**src/rtl/rtc_pkg.sv**
```systemverilog
package rtc_pkg;
  localparam int DATA_W = 32;
  localparam int WADDR_W = 10;

  // word indices (byte offset >> 2)
  localparam logic [WADDR_W-1:0] W_COUNT = 10'h000;
  localparam logic [WADDR_W-1:0] W_MATCH = 10'h001;
  localparam logic [WADDR_W-1:0] W_LOAD  = 10'h002;
  localparam logic [WADDR_W-1:0] W_CTRL  = 10'h003;
  localparam logic [WADDR_W-1:0] W_MASK  = 10'h004;
  localparam logic [WADDR_W-1:0] W_RAW   = 10'h005;
  localparam logic [WADDR_W-1:0] W_MSKD  = 10'h006;
  localparam logic [WADDR_W-1:0] W_CLR   = 10'h007;
  localparam logic [WADDR_W-4:0] ID_PAGE = 7'h7F;

  function automatic logic [7:0] id_byte(input logic [2:0] idx);
    case (idx)
      3'd0: id_byte = 8'h31;
      3'd1: id_byte = 8'h10;
      3'd2: id_byte = 8'h14;
      3'd3: id_byte = 8'h00;
      3'd4: id_byte = 8'h0D;
      3'd5: id_byte = 8'hF0;
      3'd6: id_byte = 8'h05;
      default: id_byte = 8'hB1;
    endcase
  endfunction
endpackage

```
**src/rtl/rtc_counter.sv**
```systemverilog
module rtc_counter #(
  parameter int CNT_W = 32
) (
  input  logic             clk_i,
  input  logic             rst_ni,
  input  logic             tick_i,
  input  logic             load_i,
  input  logic [CNT_W-1:0] load_val_i,
  output logic [CNT_W-1:0] cnt_o,
  output logic [CNT_W-1:0] cnt_next_o,
  output logic             event_o
);
  logic [CNT_W-1:0] cnt_q, cnt_d;

  always_comb begin
    cnt_d = cnt_q;
    if (load_i)      cnt_d = load_val_i;
    else if (tick_i) cnt_d = cnt_q + CNT_W'(1);
  end

  always_ff @(posedge clk_i or negedge rst_ni) begin
    if (!rst_ni) cnt_q <= '0;
    else         cnt_q <= cnt_d;
  end

  assign cnt_o      = cnt_q;
  assign cnt_next_o = cnt_d;
  assign event_o    = load_i | tick_i;

  a_r3_load_wins: assert property (@(posedge clk_i) disable iff (!rst_ni)
    load_i |=> cnt_q == $past(load_val_i));
  a_r2_tick_step: assert property (@(posedge clk_i) disable iff (!rst_ni)
    (tick_i && !load_i) |=> cnt_q == $past(cnt_q) + CNT_W'(1));
  a_r2_hold: assert property (@(posedge clk_i) disable iff (!rst_ni)
    (!tick_i && !load_i) |=> $stable(cnt_q));
endmodule

```
**src/rtl/rtc_match_irq.sv**
```systemverilog
module rtc_match_irq #(
  parameter int CNT_W = 32
) (
  input  logic             clk_i,
  input  logic             rst_ni,
  input  logic [CNT_W-1:0] cnt_next_i,
  input  logic             cnt_event_i,
  input  logic             match_we_i,
  input  logic [CNT_W-1:0] match_val_i,
  input  logic             mask_we_i,
  input  logic             mask_val_i,
  input  logic             clr_i,
  output logic [CNT_W-1:0] match_o,
  output logic             raw_o,
  output logic             mask_o,
  output logic             irq_o
);
  logic [CNT_W-1:0] match_q, match_d;
  logic raw_q, mask_q, hit;

  assign match_d = match_we_i ? match_val_i : match_q;
  // equality only counts on an edge that moves counter or match
  assign hit = (cnt_event_i | match_we_i) && (cnt_next_i == match_d);

  always_ff @(posedge clk_i or negedge rst_ni) begin
    if (!rst_ni) begin
      match_q <= '0;
      raw_q   <= 1'b0;
      mask_q  <= 1'b0;
    end else begin
      match_q <= match_d;
      if (hit)        raw_q <= 1'b1;
      else if (clr_i) raw_q <= 1'b0;
      if (mask_we_i)  mask_q <= mask_val_i;
    end
  end

  assign match_o = match_q;
  assign raw_o   = raw_q;
  assign mask_o  = mask_q;
  assign irq_o   = raw_q & mask_q;

  a_r5_sticky: assert property (@(posedge clk_i) disable iff (!rst_ni)
    (raw_q && !clr_i) |=> raw_q);
  a_r10_no_spurious: assert property (@(posedge clk_i) disable iff (!rst_ni)
    (!raw_q && !cnt_event_i && !match_we_i) |=> !raw_q);
  a_r6_mask_bit: assert property (@(posedge clk_i) disable iff (!rst_ni)
    mask_we_i |=> mask_q == $past(mask_val_i));
  a_r4_match_store: assert property (@(posedge clk_i) disable iff (!rst_ni)
    match_we_i |=> match_q == $past(match_val_i));
endmodule

```
**src/rtl/rtc_alarm_top.sv**
```systemverilog
module rtc_alarm_top
  import rtc_pkg::*;
(
  input  logic              clk_i,
  input  logic              rst_ni,
  input  logic              tick_i,
  input  logic              sel_i,
  input  logic              we_i,
  input  logic [WADDR_W-1:0] addr_i,
  input  logic [DATA_W-1:0] wdata_i,
  output logic [DATA_W-1:0] rdata_o,
  output logic              irq_o
);
  logic wr;
  logic load_we, match_we, mask_we, clr_we;
  logic [DATA_W-1:0] load_q, cnt, cnt_next, match_val;
  logic cnt_event, raw, mask;

  assign wr       = sel_i & we_i;
  assign load_we  = wr && addr_i == W_LOAD;
  assign match_we = wr && addr_i == W_MATCH;
  assign mask_we  = wr && addr_i == W_MASK;
  assign clr_we   = wr && addr_i == W_CLR;

  always_ff @(posedge clk_i or negedge rst_ni) begin
    if (!rst_ni)      load_q <= '0;
    else if (load_we) load_q <= wdata_i;
  end

  rtc_counter #(.CNT_W(DATA_W)) u_counter (
    .clk_i      (clk_i),
    .rst_ni     (rst_ni),
    .tick_i     (tick_i),
    .load_i     (load_we),
    .load_val_i (wdata_i),
    .cnt_o      (cnt),
    .cnt_next_o (cnt_next),
    .event_o    (cnt_event)
  );

  rtc_match_irq #(.CNT_W(DATA_W)) u_match (
    .clk_i       (clk_i),
    .rst_ni      (rst_ni),
    .cnt_next_i  (cnt_next),
    .cnt_event_i (cnt_event),
    .match_we_i  (match_we),
    .match_val_i (wdata_i),
    .mask_we_i   (mask_we),
    .mask_val_i  (wdata_i[0]),
    .clr_i       (clr_we),
    .match_o     (match_val),
    .raw_o       (raw),
    .mask_o      (mask),
    .irq_o       (irq_o)
  );

  always_comb begin
    rdata_o = '0;
    if (addr_i[WADDR_W-1:3] == ID_PAGE) begin
      rdata_o = DATA_W'(id_byte(addr_i[2:0]));
    end else begin
      case (addr_i)
        W_COUNT: rdata_o = cnt;
        W_MATCH: rdata_o = match_val;
        W_LOAD:  rdata_o = load_q;
        W_CTRL:  rdata_o = DATA_W'(1);
        W_MASK:  rdata_o = DATA_W'(mask);
        W_RAW:   rdata_o = DATA_W'(raw);
        W_MSKD:  rdata_o = DATA_W'(raw & mask);
        default: rdata_o = '0;
      endcase
    end
  end

  a_r4_load_onto_match: assert property (@(posedge clk_i) disable iff (!rst_ni)
    (load_we && !match_we && wdata_i == match_val) |=> (rdata_o == rdata_o) && raw);
  a_r9_ro_count: assert property (@(posedge clk_i) disable iff (!rst_ni)
    (!tick_i && !load_we) |=> cnt == $past(cnt));
endmodule

```
**config.mk**
```make
export PLATFORM = sky130hd
export DESIGN_NAME = rtc_alarm_top
export DESIGN_NICKNAME = d
export VERILOG_FILES = /design/src/rtl/rtc_pkg.sv /design/src/rtl/rtc_counter.sv /design/src/rtl/rtc_match_irq.sv /design/src/rtl/rtc_alarm_top.sv
export SDC_FILE = /design/constraint.sdc
export NUM_CORES = 1
export LEC_CHECK = 0
export BUFFER_PORTS_ARGS = -buffer_cell sky130_fd_sc_hd__buf_2
export CELL_PAD_IN_SITES_DETAIL_PLACEMENT = 0
export CELL_PAD_IN_SITES_GLOBAL_PLACEMENT = 1
export CORE_MARGIN = 8
export CORE_UTILIZATION = 39
export DETAILED_ROUTE_END_ITERATION = 6
export MAX_ROUTING_LAYER = met4
export PLACE_DENSITY_LB_ADDON = 0.1
export SLEW_MARGIN = 20
export SYNTH_ARGS = -nofsm -noshare
export SYNTH_HDL_FRONTEND = slang
export SYNTH_SLANG_ARGS = --single-unit
```
**constraint.sdc**
```tcl
create_clock -name clk_i -period 2.25 [get_ports clk_i]
set_input_delay 0.1125 -clock clk_i [delete_from_list [all_inputs] [get_ports clk_i]]
set_output_delay 0.1125 -clock clk_i [all_outputs]
set_load 0.03 [all_outputs]
```
==> metrics.md <==
| Metric | Value |
|---|---|
| Crit path launch type | flop |
| Tmin final | 2.52 ns |
| Least-Margin Pin Slew | 0.563 ns |
| GRT Overall Usage | 0.229 |
| Initial Util | 0.395 |
| Failing checks | setup timing |
| Netlist cell types | 52 |
| Cell count after synthesis | 728 |
| Post-synthesis mux area share | 0.0754 |
| FMAX | 397 MHz |
| Clk_skew | 0.00858 ns |
| Final setup violation count | 1 |
| Yosys warnings | 0 |
| Die Height | ~140 um |
| Diode count | 0 |
| Largest family of logic cells by synthesized area | simple AND/OR/NAND/NOR gates |
| DP HPWL | roughly 16 mm |
| Wirelength per Cell | 18.9 um |
| Post-synthesis simple-gate area fraction | 0.273 |
| # clock sinks | between 90 and 100 |
| CP Data Required Time | 2.53 ns |
| Clock-pin slew on the worst setup and hold paths | 0.07 ns |
| Design area | 0.00816 mm^2 |
| Global-route wire length before repair | between 30 and 40 mm |
| Status | complete, but fails checks |
| Die area | 0.0195 mm^2 |
| Nets | 978 |
| Critical path class | flop to flop |
| Largest net degree at the start of global routing | 39 |
| Final Max Slew Viols | 0 |
| Leakage | 4.10 nW |
| CTS root buf | clkbuf_16 |
| Part of the cycle the worst path needs | 1.12 |
| Number of enable-type register cells in the synthesized netlist | 0 |
| Drt drc | 0 |
| Netlist Area Pre-Place | between 0.005 and 0.006 mm^2 |
| Routed vias | 5972 |
| Vias per cell | 5.32 |
| PortBufs | 79 |
| CTS Buf Count | 9 |
| Clk_lat worst skew | 0.35 ns |
| Post-Route WL | 21.3 mm |
| Setup ws final | -0.267 ns |
| RSZ-0062 raised after global routing | true |
| FP Rows | 45 |
| Post-synthesis sequential area ratio | 0.412 |
| Critical path peak fanout | 5 |
| Post-synthesis adder-cell area fraction | 0.00210 |
| Main flop type after synthesis | dfrtp_1 |
| RD Place Congestion | 0.891 |
| Final hold violation count | 0 |
| Core box area | about 0.015 mm^2 |
| Global route total overflow | 0 |
| CTS tree | done |
| # H-tree levels | 3 |
| Syn_area_per_cell | 8.18 um^2 |
| Compound-cell area share of the yosys netlist | 0.109 |
| Final core utilization | 0.540 |
| Clock tree buffer depth | 2 |
| Starting DRC count in detailed routing | 424 |
| Normalized max-slew margin | 0.625 |
| Antenna violation net count after detailed routing | 0 |
| PD cells | 580 mW/mm^2 |
| CP Capture Type | flop |
| Drt pass-1 iters | 5 |
| Hold crit path type | input port to flop |
| Vias in the first global route | 6216 |
| Synth async-reset ratio | 1.00 |
| Initial antenna violation count | 0 |
| Post-Syn Nets | 776 |
| Area grow syn2layout | 36.9% |
| # IOs | 80 |
| Xor/xnor share of the synthesized area | 0.0926 |
| # Max-Cap Violations | 0 |
| Worst vdd ir | 0.377 mV |
| Cell Area, Placed | approximately 0.0076 mm^2 |
| Critical Path AT | 2.80 ns |
| #FFs+latches synth | 98 |
| Fraction of layout cells with a size suffix above 1 | 0.303 |
| Die width | 140 um |
[final timing paths]
kind	depth (start not counted)	slack [ns]	start	endpoint
worst max-delay path	11	-0.27	u_counter.cnt_o[18]$_DFF_PN0_	u_match.raw_o$_DFFE_PN0P_
worst min-delay path	3	0.01	wdata_i[24]	load_q[24]$_DFFE_PN0P_
worst max register to register	11	-0.27	u_counter.cnt_o[18]$_DFF_PN0_	u_match.raw_o$_DFFE_PN0P_
worst min register to register	2	0.47	load_q[26]$_DFFE_PN0P_	load_q[26]$_DFFE_PN0P_
max in group asynchronous	3	1.27	rst_ni	load_q[11]$_DFFE_PN0P_
min in group asynchronous	2	0.29	rst_ni	u_match.match_o[3]$_DFF_PN0_
[cells in the final DEF (no fill, tap or decap), types with 3 or more instances in the layout]
| cell | instances |
|---|---|
| buf_4 | 137 |
| nor2_1 | 82 |
| xnor2_1 | 34 |
| and4_1 | 5 |
| nor3_1 | 7 |
| or2_2 | 3 |
| a31oi_1 | 4 |
| o21ai_0 | 15 |
| nor3_2 | 3 |
| and3_1 | 3 |
| clkbuf_16 | 9 |
| nor4_2 | 3 |
| dlygate4sd3_1 | 11 |
| xor2_1 | 28 |
| bufinv_16 | 3 |
| a211oi_1 | 3 |
| o21bai_1 | 4 |
| a21oi_1 | 48 |
| buf_12 | 5 |
| inv_1 | 11 |
| and2_1 | 3 |
| mux2_2 | 15 |
| o21ai_1 | 22 |
| a22oi_1 | 3 |
| nand2_1 | 175 |
| nor4_1 | 8 |
| dfrtp_1 | 96 |
| buf_2 | 78 |
| nand3_1 | 18 |
| nand4_1 | 20 |
| mux2i_1 | 28 |
| nor4_4 | 8 |
| or3_1 | 4 |
[what timing repair did]
action                     4_1_cts  5_1_grt
pin swaps                        5        2
gates resized for setup         11       12
hold buffers                    11        0
hold endpoints to repair        45        0
setup endpoints to repair        2        1
buffers inserted                 1        0
[cells by family (layout without fill, tap and decap cells)]
logic type,after synthesis,in the layout
DFF,98,98
buffers and inverters,52,259
xor gates and xnor gates,63,63
muxes,43,43
and+or+nand+nor,356,356
AOI/OAI and AO/OA,115,115
adders and majority gates,1,1
[cells in the mapped netlist (all sizes together), types with 15 or more instances]
cell,instances,area (um^2)
a21oi,49,245
clkbuf,28,105
dfrtp,98,2450
mux2,15,169
mux2i,28,280
nand2,176,663
nand3,19,95.1
nand4,20,125
nor2,84,315
nor4,19,170
o21ai,38,190
xnor2,34,298
xor2,29,254
[per-stage QoR]
stage	TNS, ns	cells	hold WS (ns)	setup WS, ns	total power [mW]
2_1_floorplan	-0.0581	728	-0.183	-0.0581	2.39
3_3_place_gp	-0.409	1095	0.133	-0.406	2.91
3_5_place_dp	-0.514	1095	0.139	-0.507	2.92
4_1_cts	-0.275	1123	0.0000936	-0.275	4.75
5_1_grt	-0.407	1123	0.0127	-0.407	4.93
6_report	-0.267	1123	0.0117	-0.267	4.73
[cell type report]
type / count / area (um^2)
fill: 1471 / 6930
multi-input combinational: 578 / 3450
clock buffer: 10 / 229
tap: 188 / 235
clock inverter: 6 / 115
sequential: 98 / 2450
inverter: 12 / 45.0
timing repair buffer: 231 / 1630
[routing by layer]
metal / vias to the layer above / global-route usage / share of wire
met5: - / - / 0
li1: 2900 / - / -
met2: 147 / 0.354 / 0.45
met1: 2898 / 0.308 / 0.49
met4: 0 / 0.0634 / 0.016
met3: 27 / 0.0328 / 0.042
[report_power, final]
| group | switching [mW] | leakage (nW) | internal, mW |
|---|---|---|---|
| clock network | 0.721 | 0.163 | 1.09 |
| registers | 0.0803 | 1.35 | 1.84 |
| logic | 0.528 | 2.59 | 0.465 |
| total | 1.33 | 4.10 | 3.40 |
[critical path, cell delays in order (launching register included)]
cell and delay (ns):
dfrtp_1 0.35, nand4_1 0.24, buf_4 0.22, or2_2 0.30
nor4_4 0.31, buf_4 0.16, xnor2_1 0.05, a21oi_1 0.20
xor2_1 0.16, nor4_1 0.20, nand4_1 0.13, o21ai_1 0.13
[flip-flops by register name (all words and copies together) (netlist names)]
register	flops
u_match.mask_o	1
u_match.match_o	32
load_q	32
u_counter.cnt_o	32
u_match.raw_o	1
Power figures use the tool's default switching activity.
